--- config.mk ---
export PLATFORM = sky130hd
export DESIGN_NAME = tmr_channel
export DESIGN_NICKNAME = d
export VERILOG_FILES = /design/src/rtl/tmr_pkg.sv /design/src/rtl/tmr_prescaler.sv /design/src/rtl/tmr_ctrl.sv /design/src/rtl/tmr_datapath.sv /design/src/rtl/tmr_channel.sv
export SDC_FILE = /design/constraint.sdc
export NUM_CORES = 1
export LEC_CHECK = 0
export BUFFER_PORTS_ARGS = -buffer_cell sky130_fd_sc_hd__clkbuf_2
export CAP_MARGIN = 20
export CORE_ASPECT_RATIO = 1.1
export CORE_MARGIN = 2
export CORE_UTILIZATION = 40
export CTS_BUF_LIST = sky130_fd_sc_hd__clkbuf_8 sky130_fd_sc_hd__clkbuf_16
export DETAILED_ROUTE_END_ITERATION = 10
export PLACE_DENSITY_LB_ADDON = 0.25
export SKIP_CTS_REPAIR_TIMING = 1
export SLEW_MARGIN = 25
export SYNTH_ARGS = -nofsm -noshare
export SYNTH_HDL_FRONTEND = slang
export SYNTH_SLANG_ARGS = --single-unit
--- constraint.sdc ---
create_clock -name clk -period 8.3 [get_ports clk]
set_clock_uncertainty 0.2 [all_clocks]
set_input_delay 0.83 -clock clk [delete_from_list [all_inputs] [get_ports clk]]
set_output_delay 0.83 -clock clk [all_outputs]
set_load 0.01 [all_outputs]
--- src/rtl/tmr_pkg.sv ---
`timescale 1ns/1ps
package tmr_pkg;
  localparam int CTRL_W = 8;
  localparam int B_ONESHOT = 0;
  localparam int B_SIZE    = 1;
  localparam int B_PRE_LO  = 2;
  localparam int B_INTEN   = 5;
  localparam int B_MODE    = 6;
  localparam int B_EN      = 7;
  localparam logic [CTRL_W-1:0] CTRL_VALID = 8'hEF;
  localparam logic [CTRL_W-1:0] CTRL_RESET = 8'h20;

  typedef struct packed {
    logic tick;
    logic loadNow;
    logic bgLoad;
    logic intClr;
    logic is32;
    logic periodic;
    logic oneShot;
  } tmr_strobe_t;
endpackage

--- src/rtl/tmr_prescaler.sv ---
`timescale 1ns/1ps
module tmr_prescaler #(
  parameter int DIV_SHIFT = 4
) (
  input  logic       clk,
  input  logic       rstN,
  input  logic       restart,
  input  logic [1:0] sel,
  output logic       preTick
);
  localparam int PRE_W = 2 * DIV_SHIFT;
  localparam logic [PRE_W-1:0] MID_MAX = PRE_W'((1 << DIV_SHIFT) - 1);

  logic [PRE_W-1:0] divCnt;
  logic [PRE_W-1:0] divMax;

  always_comb begin
    case (sel)
      2'b00:   divMax = '0;
      2'b01:   divMax = MID_MAX;
      default: divMax = '1;
    endcase
  end

  assign preTick = (divCnt == divMax);

  always_ff @(posedge clk or negedge rstN) begin
    if (!rstN)        divCnt <= '0;
    else if (restart) divCnt <= '0;
    else if (preTick) divCnt <= '0;
    else              divCnt <= divCnt + 1'b1;
  end

  // after a restart the next cycle cannot tick unless dividing by 1
  a_r3_restart_quiet: assert property (@(posedge clk) disable iff (!rstN)
    restart |=> (sel == 2'b00) || !preTick);
endmodule

--- src/rtl/tmr_ctrl.sv ---
`timescale 1ns/1ps
module tmr_ctrl
  import tmr_pkg::*;
(
  input  logic              clk,
  input  logic              rstN,
  input  logic [CTRL_W-1:0] wrByte,
  input  logic              ctrlWr,
  input  logic              loadWr,
  input  logic              bgLoadWr,
  input  logic              intClrWr,
  input  logic              preTick,
  input  logic              rawInt,
  output logic              preRestart,
  output logic [1:0]        preSel,
  output logic [CTRL_W-1:0] ctrlQ,
  output logic              maskedInt,
  output tmr_strobe_t       strb
);
  logic [CTRL_W-1:0] ctrlNew;

  assign ctrlNew    = wrByte & CTRL_VALID;
  assign preSel     = ctrlQ[B_PRE_LO +: 2];
  assign preRestart = ctrlWr && (ctrlNew[B_PRE_LO +: 2] != ctrlQ[B_PRE_LO +: 2]);

  always_ff @(posedge clk or negedge rstN) begin
    if (!rstN)       ctrlQ <= CTRL_RESET;
    else if (ctrlWr) ctrlQ <= ctrlNew;
  end

  always_comb begin
    strb.tick     = ctrlQ[B_EN] && preTick;
    strb.loadNow  = loadWr;
    strb.bgLoad   = bgLoadWr;
    strb.intClr   = intClrWr;
    strb.is32     = ctrlQ[B_SIZE];
    strb.periodic = ctrlQ[B_MODE];
    strb.oneShot  = ctrlQ[B_ONESHOT];
  end

  assign maskedInt = rawInt && ctrlQ[B_INTEN];

  // control holds its value between writes
  a_r1_ctrl_hold: assert property (@(posedge clk) disable iff (!rstN)
    !ctrlWr |=> ctrlQ == $past(ctrlQ));
  // the masked output never stands without the raw flag
  a_r10_mask_implies_raw: assert property (@(posedge clk) disable iff (!rstN)
    maskedInt |-> rawInt);
endmodule

--- src/rtl/tmr_datapath.sv ---
`timescale 1ns/1ps
module tmr_datapath
  import tmr_pkg::*;
#(
  parameter int CNT_W  = 32,
  parameter int HALF_W = 16
) (
  input  logic             clk,
  input  logic             rstN,
  input  tmr_strobe_t      strb,
  input  logic [CNT_W-1:0] wrData,
  output logic [CNT_W-1:0] valQ,
  output logic [CNT_W-1:0] loadQ,
  output logic             rawQ
);
  localparam int UP_W = CNT_W - HALF_W;

  logic [CNT_W-1:0]  valNext;
  logic [HALF_W-1:0] lowDec;
  logic [UP_W-1:0]   upKeep;
  logic              curZero;
  logic              curOne;
  logic              hitZero;
  logic              stepEn;

  assign upKeep  = valQ[CNT_W-1:HALF_W];
  assign lowDec  = valQ[HALF_W-1:0] - 1'b1;
  assign curZero = strb.is32 ? (valQ == '0) : (valQ[HALF_W-1:0] == '0);
  assign curOne  = strb.is32 ? (valQ == CNT_W'(1)) : (valQ[HALF_W-1:0] == HALF_W'(1));
  assign stepEn  = strb.tick && !strb.loadNow;

  always_comb begin
    valNext = valQ;
    hitZero = 1'b0;
    if (curZero) begin
      if (strb.oneShot)       valNext = valQ;
      else if (strb.periodic) valNext = strb.is32 ? loadQ : {upKeep, loadQ[HALF_W-1:0]};
      else                    valNext = strb.is32 ? '1 : {upKeep, {HALF_W{1'b1}}};
    end else begin
      valNext = strb.is32 ? (valQ - 1'b1) : {upKeep, lowDec};
      hitZero = curOne;
    end
  end

  always_ff @(posedge clk or negedge rstN) begin
    if (!rstN) begin
      valQ  <= '1;
      loadQ <= '0;
    end else if (strb.loadNow) begin
      valQ  <= wrData;
      loadQ <= wrData;
    end else begin
      if (strb.bgLoad) loadQ <= wrData;
      if (stepEn)      valQ  <= valNext;
    end
  end

  always_ff @(posedge clk or negedge rstN) begin
    if (!rstN)                    rawQ <= 1'b0;
    else if (stepEn && hitZero)   rawQ <= 1'b1;
    else if (strb.intClr)         rawQ <= 1'b0;
  end

  // an immediate load lands on the count regardless of the tick
  a_r6_load_now: assert property (@(posedge clk) disable iff (!rstN)
    strb.loadNow |=> valQ == $past(wrData));
  // a 16-bit step leaves the upper half alone
  a_r7_upper_kept: assert property (@(posedge clk) disable iff (!rstN)
    stepEn && !strb.is32 |=> valQ[CNT_W-1:HALF_W] == $past(valQ[CNT_W-1:HALF_W]));
  // single-expiry mode holds at zero
  a_r8_oneshot_hold: assert property (@(posedge clk) disable iff (!rstN)
    stepEn && strb.oneShot && curZero |=> valQ == $past(valQ));
  // free wrap fills the low half with ones
  a_r4_wrap_ones: assert property (@(posedge clk) disable iff (!rstN)
    stepEn && !strb.oneShot && !strb.periodic && curZero |=> valQ[HALF_W-1:0] == '1);
  // the flag only rises with a zero low half on the count
  a_r9_rise_on_zero: assert property (@(posedge clk) disable iff (!rstN)
    $rose(rawQ) |-> valQ[HALF_W-1:0] == '0);
  // a clear with no competing expiry drops the flag
  a_r10_clear: assert property (@(posedge clk) disable iff (!rstN)
    strb.intClr && !(stepEn && hitZero) |=> !rawQ);
endmodule

--- src/rtl/tmr_channel.sv ---
`timescale 1ns/1ps
module tmr_channel
  import tmr_pkg::*;
#(
  parameter int CNT_W     = 32,
  parameter int HALF_W    = 16,
  parameter int DIV_SHIFT = 4
) (
  input  logic              clk,
  input  logic              rstN,
  input  logic [CNT_W-1:0]  wrData,
  input  logic              ctrlWr,
  input  logic              loadWr,
  input  logic              bgLoadWr,
  input  logic              intClrWr,
  output logic [CTRL_W-1:0] ctrlRd,
  output logic [CNT_W-1:0]  loadRd,
  output logic [CNT_W-1:0]  valueRd,
  output logic              rawInt,
  output logic              maskedInt
);
  tmr_strobe_t strb;
  logic        preTick;
  logic        preRestart;
  logic [1:0]  preSel;

  tmr_prescaler #(.DIV_SHIFT(DIV_SHIFT)) uPre (
    .clk(clk), .rstN(rstN), .restart(preRestart), .sel(preSel), .preTick(preTick)
  );

  tmr_ctrl uCtrl (
    .clk(clk), .rstN(rstN), .wrByte(wrData[CTRL_W-1:0]), .ctrlWr(ctrlWr),
    .loadWr(loadWr), .bgLoadWr(bgLoadWr), .intClrWr(intClrWr),
    .preTick(preTick), .rawInt(rawInt), .preRestart(preRestart), .preSel(preSel),
    .ctrlQ(ctrlRd), .maskedInt(maskedInt), .strb(strb)
  );

  tmr_datapath #(.CNT_W(CNT_W), .HALF_W(HALF_W)) uDp (
    .clk(clk), .rstN(rstN), .strb(strb), .wrData(wrData),
    .valQ(valueRd), .loadQ(loadRd), .rawQ(rawInt)
  );
endmodule

==> results.json <==
{
  "dp.cells": 720,
  "total_power_w": 0.00113,
  "seq_power_share_pct": 44.6,
  "overflow": 0,
  "cts_sinks": 80,
  "ys.flop_type": "dfrtp_1",
  "grt_start_max_net_pins": 56,
  "netlist_instances": 487,
  "vias": 4371,
  "clkTransAtPathRegs_ns": 0.06,
  "placementRows": 41,
  "max_freq_ghz": 0.273,
  "ys_top_cells_by_area": "dfrtp_1, dfstp_2, mux2_2",
  "slew_violations": 0,
  "dp_hpwl_um": 9770,
  "clk_latency_ns": 0.34,
  "final_antenna_net_count": 0,
  "max_cap_violations": 0,
  "worst_setup_path_start_kind": "register",
  "setup_slack_ns": 4.64,
  "dp_slack_ns": 4.77,
  "synth.distinct_cells": 68,
  "p_leak_nw": 2.30,
  "slew_headroom_pct": 28.5,
  "period_needed_ns": 3.66,
  "grt_pass1_wl_um": 22300,
  "crit_start": "uDp.valQ[1]",
  "combPwrFrac_pct": 19.2,
  "drt_first_pass_iters": 5,
  "p_switching_w": 0.000347,
  "arrival_ns": 3.73,
  "max_stage_delay_ns": 0.75,
  "yosysMostFrequentCell": "dfrtp_1",
  "cts_root_buf": "clkbuf_16",
  "n_fill_cell": 1124,
  "ir_worst_vdd_uv": 87.8,
  "die-area_sq_mm": 0.0125,
  "antenna_found_initial": 0,
  "drt_iter0_markers": 251,
  "netlist.top_cell.by_area": "dfrtp_1",
  "routedWlPerCell_um": 19.3,
  "initial_core_util_pct": 40.8,
  "io_pins": 112,
  "gp_congestion": 0.858,
  "synth_top_area_share_pct": 25.3,
  "intPower_w": 0.000784,
  "vias_per_cell": 5.94,
  "fin_cells": 736,
  "first_global_vias": 4144,
  "status": "finished, final reports clean",
  "cp_max_fo": 20,
  "setup_total_negative_slack_ns": 0,
  "setup_viol": 0,
  "powerDensity_mw_per_mm2": 202,
  "fin_crit_sh_pct": 44.1,
  "die_x_um": 107,
  "r2r_slack_ns": 4.64,
  "r2r_end": "uDp.valQ[0]",
  "core_sq_mm": 0.0114,
  "r2r_start": "uDp.valQ[1]",
  "yosysSeqAreaShare_pct": 43.9,
  "final_layout_size_suffix_gt1_share_pct": 35.8,
  "seq_area_sq_mm": 0.00204,
  "yosys_warnings": 0,
  "gr-usage-all-layers_pct": 23.0,
  "reg2reg_depth": 7,
  "endpoint_kind": "register",
  "cts_buffers": 9,
  "fin_nets": 622,
  "required_ns": 8.37,
  "cp_cell_sequence": "inv_1 > ha_1 > or4b_1 > or4_4 > nor2_1 > a2111oi_0 > a311o_1",
  "worstMarginPinSlew_ns": 1.07,
  "htree_levels": 3,
  "ys_async_sr_fraction_pct": 100,
  "clockBufferDepth": 2,
  "rsz0062_at_grt": "no",
  "drc": 0,
  "crit_slowest_cell": "nor2_1",
  "diodes": 0,
  "multi_input_area_sq_mm": 0.00242,
  "cts_tree": "built",
  "hold-worst-slack_ns": 0.186,
  "synth_area_per_cell_sq_um": 9.55,
  "synth_edf_count": 0,
  "path_class": "register to register",
  "syn_nets": 528,
  "syn_area_sq_mm": 0.00465,
  "numPortBuffers": 110,
  "fp.dieH_um": 117,
  "area_growth_pct": 20.7,
  "worstHoldPathType": "input pin to asynchronous set/reset pin",
  "routed_wl_um": 14200,
  "finalHoldViolCount": 0,
  "synth-seq-cells": 80,
  "clkPwrFrac_pct": 36.2,
  "p_sw_share_pct": 30.6,
  "synth_commonest_cells": "dfrtp_1, nand2_1, o21ai_0"
}
-- layer usage --
| metal | wire length (um) | share of wire, % | global-route usage [%] | vias up |
|---|---|---|---|---|
| met2 | 6830 | 48 | 36.6 | 166 |
| met3 | 925 | 6.5 | 5.65 | 18 |
| met4 | 263 | 1.8 | 7.71 | 0 |
| met5 | 0 | 0 | 0 | - |
| met1 | 6200 | 44 | 31.1 | 2147 |
| li1 | - | - | - | 2040 |
-- how the worst max path moves through the flow --
stage	to	slack [ns]	depth (start not counted)
floorplan	uDp.valQ[2]	5.41	8
global placement	uDp.valQ[0]	4.81	7
detailed placement	uDp.valQ[0]	4.77	7
CTS	uDp.valQ[0]	4.69	7
global route	uDp.valQ[0]	4.47	7
finish	uDp.valQ[0]	4.64	7
-- critical path, delay by kind of cell (launching register included) --
| kind | cells | cell delay [ns] |
|---|---|---|
| buffers and inverters | 1 | 0.09 |
| AO/OA/AOI/OAI | 2 | 0.63 |
| adder cells (fa/ha/maj) | 1 | 0.30 |
| AND/OR/NAND/NOR | 3 | 1.97 |
| flip-flops | 1 | 0.38 |
-- stage by stage --
step	cell area, sq um	util [%]
3_5_place_dp	5310	46.6
5_1_grt	5610	49.3
4_1_cts	5610	49.3
2_1_floorplan	4650	-
6_report	5610	49.3
3_3_place_gp	5310	46.6
-- power groups by stage --
| stage | clock network (W) | logic (W) | registers (W) |
|---|---|---|---|
| 3_3_place_gp | 0 | 0.000216 | 0.000506 |
| 4_1_cts | 0.000417 | 0.000219 | 0.000502 |
| 2_1_floorplan | 0 | 0.000116 | 0.000507 |
| 5_1_grt | 0.000436 | 0.000241 | 0.000510 |
| 6_report | 0.000409 | 0.000217 | 0.000504 |
| 3_5_place_dp | 0 | 0.000218 | 0.000508 |
-- sequential cells by signal (all words and copies together), names as in the netlist --
register and cells:
uPre.divCnt 8, uDp.valQ 32, uDp.rawQ 1, uDp.loadQ 32
uCtrl.ctrlQ 7
-- layout make-up --
class	instances	area share, %
inverters	17	1.14
flip-flops and latches	80	36.4
clock inverters	5	0.981
well taps	150	3.34
repair buffers	115	10.5
multi-input cells	358	43.1
clock buffers	11	4.50
-- kinds of logic after synthesis --
logic type      synth area share (%)
buf+inv                         4.36
simple gates                    17.2
other cells                   0.0807
xor+xnor                        2.45
fa+ha+maj                      0.807
flops                           43.9
mux                             8.67
compound gates                  22.4
-- cell usage in the layout, fill, tap and decap left out, types with 6 or more instances in the layout --
master     count
mux2_2        34
o21ai_0       38
o311ai_0       6
nand2_1       45
xor2_1         8
clkbuf_16      9
buf_4          6
dfrtp_1       47
dfstp_2       33
a31oi_1        6
a21oi_1       17
or4_1         12
inv_1         16
clkbuf_2     109
nor3_1        14
or3_1          8
nor2_1        31
nand3_1       17
o211ai_1      11
Note: power is estimated with default switching activity, not from simulation.
